<file path="src/rtl/cmp_writer.sv">
module cmp_writer #(
  parameter int ADDR_W     = 32,
  parameter int LINE_BYTES = 64,
  parameter int FIELDS     = 4
) (
  input  logic                  clk,
  input  logic                  rst_n,
  input  logic                  req_valid,
  input  logic [ADDR_W-1:0]     req_base,
  input  logic [FIELDS*64-1:0]  req_data,
  input  logic                  req_relaxed,
  input  logic                  req_two_phase,
  output logic                  busy,
  input  logic                  ack_in,
  output logic                  ack_wait,
  output logic                  mem_valid,
  input  logic                  mem_ready,
  output logic [ADDR_W-3:0]     mem_addr,
  output logic [31:0]           mem_data,
  output logic [3:0]            mem_be,
  output logic                  mem_relaxed
);
  localparam int DWORDS   = FIELDS * 2;
  localparam int LINE_LSB = $clog2(LINE_BYTES);
  localparam int OFF_W    = LINE_LSB - 2;
  localparam int LINE_W   = ADDR_W - LINE_LSB;
  localparam int IDX_W    = $clog2(DWORDS + 1);
  localparam int SEL_W    = $clog2(DWORDS);

  typedef enum logic [1:0] {S_IDLE, S_SEND, S_HOLD} st_t;

  st_t                  st;
  logic [IDX_W-1:0]     idx;
  logic [LINE_W-1:0]    line_q;
  logic [FIELDS*64-1:0] data_q;
  logic                 relax_q, two_q;
  logic [SEL_W-1:0]     sel;
  logic                 unused_base_lsb;

  wire fire      = mem_valid && mem_ready;
  wire flag_beat = idx == IDX_W'(DWORDS);
  wire last_data = idx == IDX_W'(DWORDS - 1);

  assign unused_base_lsb = ^req_base[LINE_LSB-1:0];
  assign sel         = idx[SEL_W-1:0];
  assign busy        = st != S_IDLE;
  assign ack_wait    = st == S_HOLD;
  assign mem_valid   = st == S_SEND;
  assign mem_addr    = {line_q, OFF_W'(idx)};
  assign mem_be      = flag_beat ? 4'b0001 : 4'b1111;
  assign mem_data    = flag_beat ? 32'h0000_0001 : data_q[int'(sel)*32 +: 32];
  assign mem_relaxed = relax_q;

  always_ff @(posedge clk) begin
    if (!rst_n) begin
      st      <= S_IDLE;
      idx     <= '0;
      line_q  <= '0;
      data_q  <= '0;
      relax_q <= 1'b0;
      two_q   <= 1'b0;
    end else begin
      case (st)
        S_IDLE: if (req_valid) begin
          line_q  <= req_base[ADDR_W-1:LINE_LSB];
          data_q  <= req_data;
          relax_q <= req_relaxed;
          two_q   <= req_two_phase;
          idx     <= '0;
          st      <= S_SEND;
        end
        S_SEND: if (fire) begin
          if (flag_beat) st <= S_IDLE;
          else begin
            idx <= idx + 1'b1;
            if (last_data && two_q) st <= S_HOLD;
          end
        end
        S_HOLD: if (ack_in) st <= S_SEND;
        default: st <= S_IDLE;
      endcase
    end
  end
endmodule

</file>
<file path="config.mk">
export PLATFORM = sky130hd
export DESIGN_NAME = cmp_writer
export DESIGN_NICKNAME = d
export VERILOG_FILES = /design/src/rtl/cmp_writer.sv
export SDC_FILE = /design/constraint.sdc
export NUM_CORES = 1
export LEC_CHECK = 0
export ABC_AREA = 1
export BUFFER_PORTS_ARGS = -buffer_cell sky130_fd_sc_hd__buf_2
export CAP_MARGIN = 10
export CORE_UTILIZATION = 30
export DETAILED_ROUTE_END_ITERATION = 6
export GPL_TIMING_DRIVEN = 0
export SYNTH_ARGS = -nofsm -noshare
export SYNTH_HDL_FRONTEND = slang
export SYNTH_SLANG_ARGS = --single-unit
</file>
<file path="constraint.sdc">
create_clock -name clk -period 1.9 [get_ports clk]
set_clock_uncertainty 0.1 [all_clocks]
set_input_delay 0.19 -clock clk [delete_from_list [all_inputs] [get_ports clk]]
set_output_delay 0.19 -clock clk [all_outputs]
set_load 0.005 [all_outputs]
</file>
### Word level (Yosys, flattened, before mapping)

Index checks and enable logic that the tools add are counted.

| operators by class | value |
|---|---|
| add/subtract/negate cells | 1 |
| reductions and logical operators | 8 |
| equality and inequality tests | 9 |
| muxes and demuxes | 12 |
| order comparisons | 0 |
| shift-type cells | 1 |
| divide/modulo/power cells | 0 |
| bitwise gates (word level) | 0 |
| multipliers | 0 |

Operators by type and width:

| operator | number |
|---|---|
| $shiftx A256 B9 Y32 | 1 |
| $mux W32 | 1 |
| $mux W4 | 4 |
| $mux W2 | 5 |
| $pmux W4 S2 | 1 |
| $reduce_and A4 Y1 | 2 |
| $ne A2 B2 Y1 const B | 3 |
| $pmux W2 S3 | 1 |
| $add A4 B1 Y4 const B | 1 |
| $eq A4 B3 Y1 const B | 1 |
| $eq A4 B4 Y1 const B | 1 |
| $reduce_bool A2 Y1 | 2 |
| $ne A3 B1 Y1 const B | 1 |
| $eq A2 B1 Y1 const B | 1 |
| $eq A2 B2 Y1 const B | 1 |
| $logic_and A1 B1 Y1 | 2 |
| $logic_not A2 Y1 | 1 |
| $ne A2 B1 Y1 const B | 1 |
| $reduce_and A2 Y1 | 1 |

| storage, ports and cells | value |
|---|---|
| memory bits (writable) | 0 |
| word-level logic and storage cells | 37 |
| bits in registers | 290 |
| input bits | 295 |
| memory bits (read-only) | 0 |
| output and inout port bits | 70 |
| bits in latches | 0 |
| memories | 0 |

### Longest topological paths before layout

Gate-level depths: netlist of run 1.

| depth | value |
|---|---|
| depth in word-level cells | 6 |
| depth in mapped cells | 11 |
| mapped depth without buffers | 9 |

### Worst setup path before layout of run 1

No wires, ideal clock.

| path | value |
|---|---|
| path type | register to output |
| from | register idx[0] |
| to | output mem_data[11] |
| cell stages (with the launch flop) | 11 |
| buffers on the path | 3 |
| required time | 1.610 ns |
| data arrival time | 1.626 ns |
| slack | -0.016 ns |
| cell sequence | dfxtp_1 > inv_1 > buf_4 > buf_2 > ha_1 > nand2_1 > nand2_1 > inv_1 > buf_1 > nand2_1 > nand2_1 |

| on the way | value |
|---|---|
| word-level cells in the longest chain between the ends | 2 |
| elaborated cells between the ends (all ways) | 3 |
| classes of those cells | eq/ne (1); shift (1); mux (1) |

RTL lines:

| item | line | RTL |
|---|---|---|
| from (decl) | 33 | `logic [IDX_W-1:0] idx;` |
| from (signal assigned) | 75 | `idx <= idx + 1'b1;` |
| $shiftx A256 B9 Y32 or $eq A4 B4 Y1 (tied branches) | 51, 41 |  |
| $mux W32 * | 51 | `assign mem_data = flag_beat ? 32'h0000_0001 : data_q[int'(sel)*32 +: 32];` |
| to (decl) | 19 | `output logic [31:0] mem_data,` |

Every way passes the cells marked *; elsewhere a longest branch is shown, timed or not.

### Worst setup path after layout of run 1

| path | value |
|---|---|
| from | register idx[1] |
| to | output mem_data[4] |

The elaborated chain is that of the path after synthesis.

==> results of run 1 <==
[cell type report]
class	instances	share of cell area [%]
plain buffers	143	5.00
repair buffers	659	25.0
clock inverters	11	0.708
well taps	525	3.35
flip-flops and latches	290	29.6
multi-input cells	1318	30.9
inverters	18	0.453
clock buffers	47	4.95
[metal layers]
| layer | vias to the layer above | routed length, um | GRT usage [%] |
|---|---|---|---|
| li1 | 7163 | - | - |
| met1 | 6703 | 23500 | 32.5 |
| met2 | 519 | 26500 | 45.8 |
| met3 | 110 | 2960 | 2.95 |
| met4 | 0 | 1970 | 10.6 |
| met5 | - | 0 | 0 |
[repair_timing]
| action | CTS | global route |
|---|---|---|
| endpoints found under the hold margin | 285 | 0 |
| hold buffers | 286 | 0 |
| pin swaps | 22 | 15 |
| resized for setup | 187 | 66 |
| endpoints found under the setup margin | 41 | 172 |
| gates cloned | 2 | 0 |
| buffers inserted | 15 | 0 |
[logic make-up after synthesis]
| family | after synthesis | share of synthesized area, % |
|---|---|---|
| AND/OR/NAND/NOR | 828 | 25.5 |
| AO/OA/AOI/OAI | 486 | 20.6 |
| flip-flops | 290 | 47.4 |
| buffers and inverters | 163 | 6.18 |
| adder cells (fa/ha/maj) | 2 | 0.204 |
| XOR/XNOR | 1 | 0.0715 |
| other | 1 | 0.0306 |
[state kept, by name (all words and copies together), names as in the netlist]
| name | flops |
|---|---|
| data_q | 256 |
| line_q | 26 |
| idx | 4 |
| st | 2 |
| mem_relaxed | 1 |
| two_q | 1 |
[Yosys cell counts (all sizes together)]
cell type | count | area, um^2
ha | 2 | 25.0
nand4 | 1 | 6.26
o211ai | 3 | 22.5
dfxtp | 290 | 5810
o21ai | 413 | 2070
conb | 1 | 3.75
buf | 83 | 457
o21bai | 3 | 22.5
nor3 | 1 | 5.00
nor2 | 711 | 2670
nand2 | 112 | 425
a21oi | 6 | 30.0
clkbuf | 62 | 233
inv | 18 | 67.6
o22ai | 61 | 382
nand3 | 3 | 15.0
xor2 | 1 | 8.76
[stage by stage]
stage               util, %  setup slack [ps]
finish                 49.0              -446
global route           49.0              -535
CTS                    48.7              -499
detailed placement     36.7             -1390
global placement       36.7             -1340
floorplan                 -              81.3
[power by group through the flow]
| stage | Clock (uW) | Sequential (uW) | Combinational [uW] |
|---|---|---|---|
| after floorplan | 0 | 7730 | 3530 |
| after CTS | 6770 | 7810 | 6780 |
| after global placement | 0 | 7900 | 5650 |
| after detailed placement | 0 | 7930 | 5740 |
| after global routing | 7010 | 7950 | 7680 |
| final | 6660 | 7820 | 6920 |
[worst paths after layout]
check        startpoint     endpoint  slack (ps)  depth (start not counted)
max              idx[1]  mem_data[4]        -450                         10
min           mem_ready       idx[3]         120                          7
max reg2reg      idx[1]       idx[1]          40                         12
min reg2reg   line_q[8]    line_q[8]         380                          2
[critical path, delay by kind of cell, from the launching register on]
family,cells,cell delay [ps]
adders and majority gates,1,160
and+or+nand+nor,4,310
DFF,1,400
buffers and inverters,5,650
==> impl_metrics.env, run 1 <==
export IMPL_status="finished, violations left"
export IMPL_violations="negative setup slack"
export IMPL_setup_tns_ps=-14050
export IMPL_synthesis_nets=2068
export IMPL_grt_max_degree=13
export IMPL_dr_total_vias=14495
export IMPL_nNetsFinal=2762
export IMPL_ys_ff_latch=290
export IMPL_synthesis_area_um2=12200
export IMPL_period_minus_slack_ps=2350
export IMPL_numCtsBuffers=35
export IMPL_rows=73
export IMPL_area_growth_pct=60.1
export IMPL_hold_ws_ps=125
export IMPL_tightest_slew_ps=655
export IMPL_setup_viol_count_final=35
export IMPL_numPlacedInstances=2652
export IMPL_die_w_um=204
export IMPL_cts_tree="built"
export IMPL_fin_cells=3011
export IMPL_floorplan_initialDensity_pct=30.6
export IMPL_combPwrFrac_pct=32.3
export IMPL_wirelength_mm=55.0
export IMPL_critPathLaunchType="flip-flop"
export IMPL_worst_skew_pair_late_latency_ps=520
export IMPL_cts_root_buf="clkbuf_16"
export IMPL_die_y_um=204
export IMPL_num_antenna_cells=0
export IMPL_crit_arrival_ps=2060
export IMPL_antenna_found_initial=1
export IMPL_wl_per_cell_um=18.3
export IMPL_p_int_uw=14100
export IMPL_total_power_uw=21400
export IMPL_placed_area_um2=14700
export IMPL_cts_clk_slew_worst_paths_ps=60
export IMPL_route_detailed_drc=0
export IMPL_dr_pass1_iters=5
export IMPL_mostFrequentLayoutCell="nor2_1"
export IMPL_portBuffers=356
export IMPL_antenna_left=0
export IMPL_clock_sinks=290
export IMPL_cp_slowest_cell="dfxtp_4"
export IMPL_hold_class="input pin to flip-flop"
export IMPL_dp_hpwl_mm=39.7
export IMPL_synth_cells=1771
export IMPL_max_cap_viol_count=0
export IMPL_ys_seq_area_share_pct=47.4
export IMPL_place_congestion=0.912
export IMPL_drt_iter0_drc=757
export IMPL_grt_pass1_vias=14763
export IMPL_power_density_nw_per_um2=1090
export IMPL_power_frac_seq_pct=36.5
export IMPL_layout_common_cells="nor2_1, buf_2, o21ai_0"
export IMPL_drv_slew=0
export IMPL_synth_cell_types=23
export IMPL_ys_warn_count=0
export IMPL_ioPinCount=365
export IMPL_seqCellArea_um2=5810
export IMPL_p_leak_uw=0.00877
export IMPL_drive_gt1_share_pct=24.9
export IMPL_slew_headroom_pct=56.4
export IMPL_clockBufferDepth=3
export IMPL_path_class="flip-flop to output port"
export IMPL_n_fill_cell=3955
export IMPL_required_ps=1610
export IMPL_final_hold_viol_count=0
export IMPL_gr_total_overflow=0
export IMPL_min_period_over_period_pct=123
export IMPL_grt_pass1_wl_mm=82.5
export IMPL_p_clk_share_pct=31.1
export IMPL_die_area_um2=41600
export IMPL_cpPeakStageDelay_ps=400
export IMPL_grt_use_total_pct=26.1
export IMPL_path_cells="clkinvlp_4 > clkbuf_16 > ha_4 > nand2_4 > nand2_4 > clkinv_8 > clkbuf_8 > nand2_2 > nand2_2 > buf_2"
export IMPL_worstSetupEndpointType="output port"
export IMPL_critPathMaxFanout=6
export IMPL_fin_area_um2=19600
export IMPL_core_um2=40000
export IMPL_avgSynthCellArea_um2=6.92
export IMPL_vdd_ir_drop_max_mv=0.597
export IMPL_switching_power_uw=7350
export IMPL_via_per_inst=4.81
export IMPL_setup_ws_ps=-446
export IMPL_multi_input_comb_area_um2=6050
export IMPL_h_tree_depth=2
export IMPL_max_freq_mhz=426
export IMPL_switching_share_pct=34.3
export IMPL_rsz0062_at_grt="yes"
Power figures use the tool's default switching activity.
==> inputs of run 2 (changes only) <==
--- a/config.mk
+++ b/config.mk
@@ -9,6 +9,7 @@
 export BUFFER_PORTS_ARGS = -buffer_cell sky130_fd_sc_hd__buf_2
 export CAP_MARGIN = 10
 export CORE_UTILIZATION = 30
+export CTS_BUF_LIST = sky130_fd_sc_hd__clkbuf_8 sky130_fd_sc_hd__clkbuf_16
 export DETAILED_ROUTE_END_ITERATION = 6
 export GPL_TIMING_DRIVEN = 0
 export SYNTH_ARGS = -nofsm -noshare
==> impl_metrics.env, run 2 (synthesis gave the netlist of run 1 again) <==
export IMPL_grt_max_degree=13
export IMPL_crit_arrival_ps=2080
export IMPL_fin_util_pct=49.0
export IMPL_grt_pass1_vias=14763
export IMPL_max_cap_viol_count=0
export IMPL_slew_headroom_pct=56.0
export IMPL_setup_ws_ps=-469
export IMPL_antenna_found_initial=1
export IMPL_switching_share_pct=34.4
export IMPL_grt_use_total_pct=26.1
export IMPL_tightest_slew_ps=660
export IMPL_path_cells="buf_12 > buf_4 > buf_4 > o21ai_0 > o22ai_2 > nand2_2 > nand2_2 > buf_2"
export IMPL_numPlacedInstances=2652
export IMPL_dp_hpwl_mm=39.7
export IMPL_dr_total_vias=14503
export IMPL_drv_slew=0
export IMPL_ioPinCount=365
export IMPL_via_per_inst=4.82
export IMPL_final_hold_viol_count=0
export IMPL_r2r_start="idx[1]"
export IMPL_min_period_over_period_pct=125
export IMPL_violations="negative setup slack"
export IMPL_n_fill_cell=3955
export IMPL_rsz0062_at_grt="yes"
export IMPL_cts_clk_slew_worst_paths_ps=60
export IMPL_pre_cts_slack_ps=-1390
export IMPL_drive_gt1_share_pct=24.9
export IMPL_rows=73
export IMPL_die_w_um=204
export IMPL_area_growth_pct=60.1
export IMPL_max_freq_mhz=422
export IMPL_nNetsFinal=2762
export IMPL_clock_sinks=290
export IMPL_layout_common_cells="nor2_1, buf_2, o21ai_0"
export IMPL_hold_ws_ps=122
export IMPL_mostFrequentLayoutCell="nor2_1"
export IMPL_portBuffers=356
export IMPL_cp_slowest_cell="dfxtp_4"
export IMPL_antenna_left=0
export IMPL_fin_cells=3011
export IMPL_vdd_ir_drop_max_mv=0.594
export IMPL_gr_total_overflow=0
export IMPL_largest_reg_flops=256
export IMPL_drt_iter0_drc=797
export IMPL_top_register="data_q"
export IMPL_power_density_nw_per_um2=1090
export IMPL_setup_tns_ps=-13920
export IMPL_path_class="flip-flop to output port"
export IMPL_grt_pass1_wl_mm=82.5
export IMPL_clockBufferDepth=3
export IMPL_p_int_uw=14000
export IMPL_power_frac_seq_pct=36.6
export IMPL_core_um2=40000
export IMPL_combPwrFrac_pct=32.4
export IMPL_p_clk_share_pct=31.0
export IMPL_num_antenna_cells=0
export IMPL_die_y_um=204
export IMPL_switching_power_uw=7350
export IMPL_worst_skew_pair_late_latency_ps=520
export IMPL_wl_per_cell_um=18.3
export IMPL_period_minus_slack_ps=2370
export IMPL_floorplan_initialDensity_pct=30.6
export IMPL_status="finished, violations left"
export IMPL_worstSetupEndpointType="output port"
export IMPL_die_area_um2=41600
export IMPL_reg_top3="data_q x256, line_q x26, idx x4"
export IMPL_critPathMaxFanout=10
export IMPL_cts_root_buf="clkbuf_16"
export IMPL_setup_viol_count_final=35
export IMPL_dr_pass1_iters=5
export IMPL_cpPeakStageDelay_ps=400
export IMPL_route_detailed_drc=0
export IMPL_wirelength_mm=55.0
export IMPL_cts_tree="built"
export IMPL_critPathLaunchType="flip-flop"
export IMPL_startpoint="idx[1]"
export IMPL_h_tree_depth=2
export IMPL_p_leak_uw=0.00880
export IMPL_place_congestion=0.912
export IMPL_hold_start="mem_ready"
export IMPL_numCtsBuffers=35
export IMPL_required_ps=1610
export IMPL_hold_class="input pin to flip-flop"
==> run 2: changes by cell type in the layout (fill, tap and decap cells not counted) <==
cell / delta
inv_1: +7
clkbuf_1: -7
==> run 2: path summary, 6_finish.rpt <==
check	endpoint	slack [ps]	cells past startpoint
worst max register to register	idx[1]	50	12
worst min-delay path	idx[3]	120	7
worst max-delay path	mem_data[5]	-470	8
worst min register to register	data_q[67]	380	2
==> run 2: worst max-delay path: cells and delay by family, from the launching register on <==
family | cells | cell delay, ps
AOI/OAI and AO/OA | 2 | 420
and+or+nand+nor | 2 | 210
buffers and inverters | 4 | 510
DFF | 1 | 400
==> run 2: layout make-up <==
type | instances | area, um^2 | share of cell area (%)
sequential | 290 | 5810 | 29.6
inverter | 18 | 88.8 | 0.453
tap | 525 | 657 | 3.35
clock inverter | 18 | 165 | 0.842
clock buffer | 40 | 945 | 4.82
buffer | 143 | 980 | 5.00
timing repair buffer | 659 | 4910 | 25.0
multi-input combinational | 1318 | 6050 | 30.9
==> run 2: through the flow <==
step / power (uW) / area [um^2]
2_1_floorplan: 11300 / 12300
3_3_place_gp: 13500 / 14700
3_5_place_dp: 13700 / 14700
4_1_cts: 21300 / 19500
5_1_grt: 22600 / 19600
6_report: 21400 / 19600
==> run 2: power by group through the flow <==
stage	Clock (uW)	Sequential, uW	Combinational, uW
after floorplan	0	7730	3530
after global placement	0	7900	5650
after detailed placement	0	7930	5740
after CTS	6740	7810	6780
after global routing	6970	7950	7680
final	6620	7820	6930
==> run 2: what timing repair did <==
action,4_1_cts,5_1_grt
gates cloned,2,0
endpoints found under the setup margin,41,171
hold buffers,286,0
gates resized for setup,187,66
hold endpoints to repair,285,0
buffers inserted,15,0
pin swaps,22,15
==> run 2: routing by layer <==
metal / wire length (um) / GRT usage, % / vias to the layer above
li1: - / - / 7159
met1: 23600 / 32.5 / 6725
met2: 26600 / 45.8 / 513
met3: 2920 / 2.95 / 106
met4: 1870 / 10.6 / 0
met5: 0 / 0 / -
==> inputs of run 3 (changes only) <==
--- a/config.mk
+++ b/config.mk
@@ -8,10 +8,11 @@
 export ABC_AREA = 1
 export BUFFER_PORTS_ARGS = -buffer_cell sky130_fd_sc_hd__buf_2
 export CAP_MARGIN = 10
-export CORE_UTILIZATION = 30
+export CORE_UTILIZATION = 40
 export CTS_BUF_LIST = sky130_fd_sc_hd__clkbuf_8 sky130_fd_sc_hd__clkbuf_16
 export DETAILED_ROUTE_END_ITERATION = 6
 export GPL_TIMING_DRIVEN = 0
+export PLACE_DENSITY = 0.67
 export SYNTH_ARGS = -nofsm -noshare
 export SYNTH_HDL_FRONTEND = slang
 export SYNTH_SLANG_ARGS = --single-unit
==> impl_metrics.env, run 3 (synthesis gave the netlist of run 1 again) <==
export IMPL_status="finished, violations left"
export IMPL_violations="negative setup slack"
export IMPL_drv_slew=0
export IMPL_fin_area_um2=19400
export IMPL_die_area_um2=31300
export IMPL_grt_use_total_pct=32.8
export IMPL_ioPinCount=365
export IMPL_place_congestion=0.902
export IMPL_cts_root_buf="clkbuf_16"
export IMPL_worstRegToRegCells=13
export IMPL_path_cells="buf_6 > clkbuf_4 > o21ai_0 > o211ai_1 > nand2_1 > inv_2 > buf_6"
export IMPL_wirelength_mm=52.9
export IMPL_clockBufferDepth=3
export IMPL_largest_reg_flops=256
export IMPL_top_register="data_q"
export IMPL_worstSetupEndpointType="output port"
export IMPL_cp_num_cells=7
export IMPL_worst_skew_pair_late_latency_ps=560
export IMPL_seqCellArea_um2=5810
export IMPL_drt_iter0_drc=1242
export IMPL_rows=63
export IMPL_via_per_inst=5.18
export IMPL_rrSetupSlack_ps=40
export IMPL_rsz0062_at_grt="yes"
export IMPL_area_growth_pct=58.1
export IMPL_gr_total_overflow=0
export IMPL_setup_ws_ps=-524
export IMPL_critPathLaunchType="flip-flop"
export IMPL_multi_input_comb_area_um2=6020
export IMPL_path_common_cell="buf_6"
export IMPL_h_tree_depth=1
export IMPL_startpoint="idx[0]"
export IMPL_slew_headroom_pct=56.4
export IMPL_dr_total_vias=14905
export IMPL_layout_common_cells="nor2_1, buf_2, o21ai_0"
export IMPL_n_fill_cell=2551
export IMPL_die_w_um=177
export IMPL_cp_slowest_cell="dfxtp_4"
export IMPL_path_class="flip-flop to output port"
export IMPL_crit_end="mem_data[0]"
export IMPL_floorplan_initialDensity_pct=41.0
export IMPL_critPathMaxFanout=10
export IMPL_die_y_um=177
export IMPL_crit_arrival_ps=2130
export IMPL_reg_top3="data_q x256, line_q x26, idx x4"
export IMPL_vdd_ir_drop_max_mv=0.748
export IMPL_grt_pass1_wl_mm=79.1
export IMPL_placed_area_um2=14500
export IMPL_clock_sinks=290
export IMPL_dp_hpwl_mm=35.5
export IMPL_cts_tree="built"
export IMPL_tightest_slew_ps=654
export IMPL_setup_viol_count_final=35
export IMPL_final_hold_viol_count=0
export IMPL_cts_clk_slew_worst_paths_ps=60
export IMPL_max_cap_viol_count=0
export IMPL_power_density_nw_per_um2=1090
export IMPL_max_freq_mhz=413
export IMPL_wl_per_cell_um=18.4
export IMPL_core_um2=29900
export IMPL_portBuffers=356
export IMPL_critPathTopFamily="buffers and inverters"
export IMPL_grt_pass1_vias=14802
export IMPL_period_minus_slack_ps=2420
export IMPL_nNetsFinal=2759
export IMPL_dr_pass1_iters=5
export IMPL_min_period_over_period_pct=128
export IMPL_drive_gt1_share_pct=24.6
export IMPL_antenna_found_initial=2
export IMPL_cpPeakStageDelay_ps=370
export IMPL_worstReg2RegEnd="idx[0]"
export IMPL_route_detailed_drc=0
export IMPL_pre_cts_slack_ps=-1190
export IMPL_mostFrequentLayoutCell="nor2_1"
export IMPL_r2r_start="idx[0]"
export IMPL_grt_max_degree=15
export IMPL_hold_class="input pin to flip-flop"
export IMPL_antenna_left=0
export IMPL_p_leak_uw=0.00876
export IMPL_crit_buf_inv=4
export IMPL_required_ps=1610
export IMPL_numCtsBuffers=31
-- run 3: stage by stage --
step                      TNS (ps)  power, uW  instances  hold WS (ps)  utilization, %
after floorplan                  0      11300       1771           237               -
after global placement      -37530      13400       2517           339            48.6
after detailed placement    -40400      13500       2517           346            48.6
after CTS                   -15820      20800       2875          22.2            64.2
after global routing        -16610      22200       2876           124            64.8
final                       -14350      21200       2876          85.7            64.8
-- run 3: routing by layer --
metal	track usage, %	share of wire, %	vias up
met2	56.9	48	711
met4	12.8	3.8	0
met3	5.63	7.9	130
met1	40.1	41	6908
li1	-	-	7156
met5	0	0	-
-- run 3: final cells by class --
cell class              count  share of cell area, %
multi-input cells        1318                   31.1
flip-flops and latches    290                   30.0
repair buffers            660                   25.4
plain buffers             143                   4.81
clock buffers              38                   4.50
well taps                 390                   2.52
clock inverters            17                   1.14
inverters                  18                  0.459
diodes                      2                 0.0258
-- run 3: tightest hold or removal path: stages --
cell,delay [ps]
buf_2,100
inv_1,40
nand2_1,50
nand2_2,150
nor2_4,60
nand2_1,50
a21oi_1,50
-- run 3: power by group --
part	total, uW	leakage (uW)	internal [uW]	switching [uW]
clock network	6480	0.000545	3910	2570
registers	7810	0.00240	7190	620
logic	6870	0.00582	2840	4030
-- run 3: worst min-delay path by stage --
stage	start	end	cells after the start
floorplan	req_data[244]	data_q[244]	2
global placement	req_base[18]	line_q[12]	3
detailed placement	req_base[30]	line_q[24]	3
CTS	mem_ready	idx[1]	6
global route	mem_ready	idx[2]	6
finish	mem_ready	idx[3]	7
-- run 3: timing repair --
| item | CTS | global route |
|---|---|---|
| pin swaps | 27 | 20 |
| endpoints found under the hold margin | 285 | 0 |
| setup buffers | 13 | 2 |
| hold buffers | 286 | 0 |
| gates resized for setup | 168 | 85 |
| endpoints found under the setup margin | 41 | 160 |
| cloned | 4 | 0 |
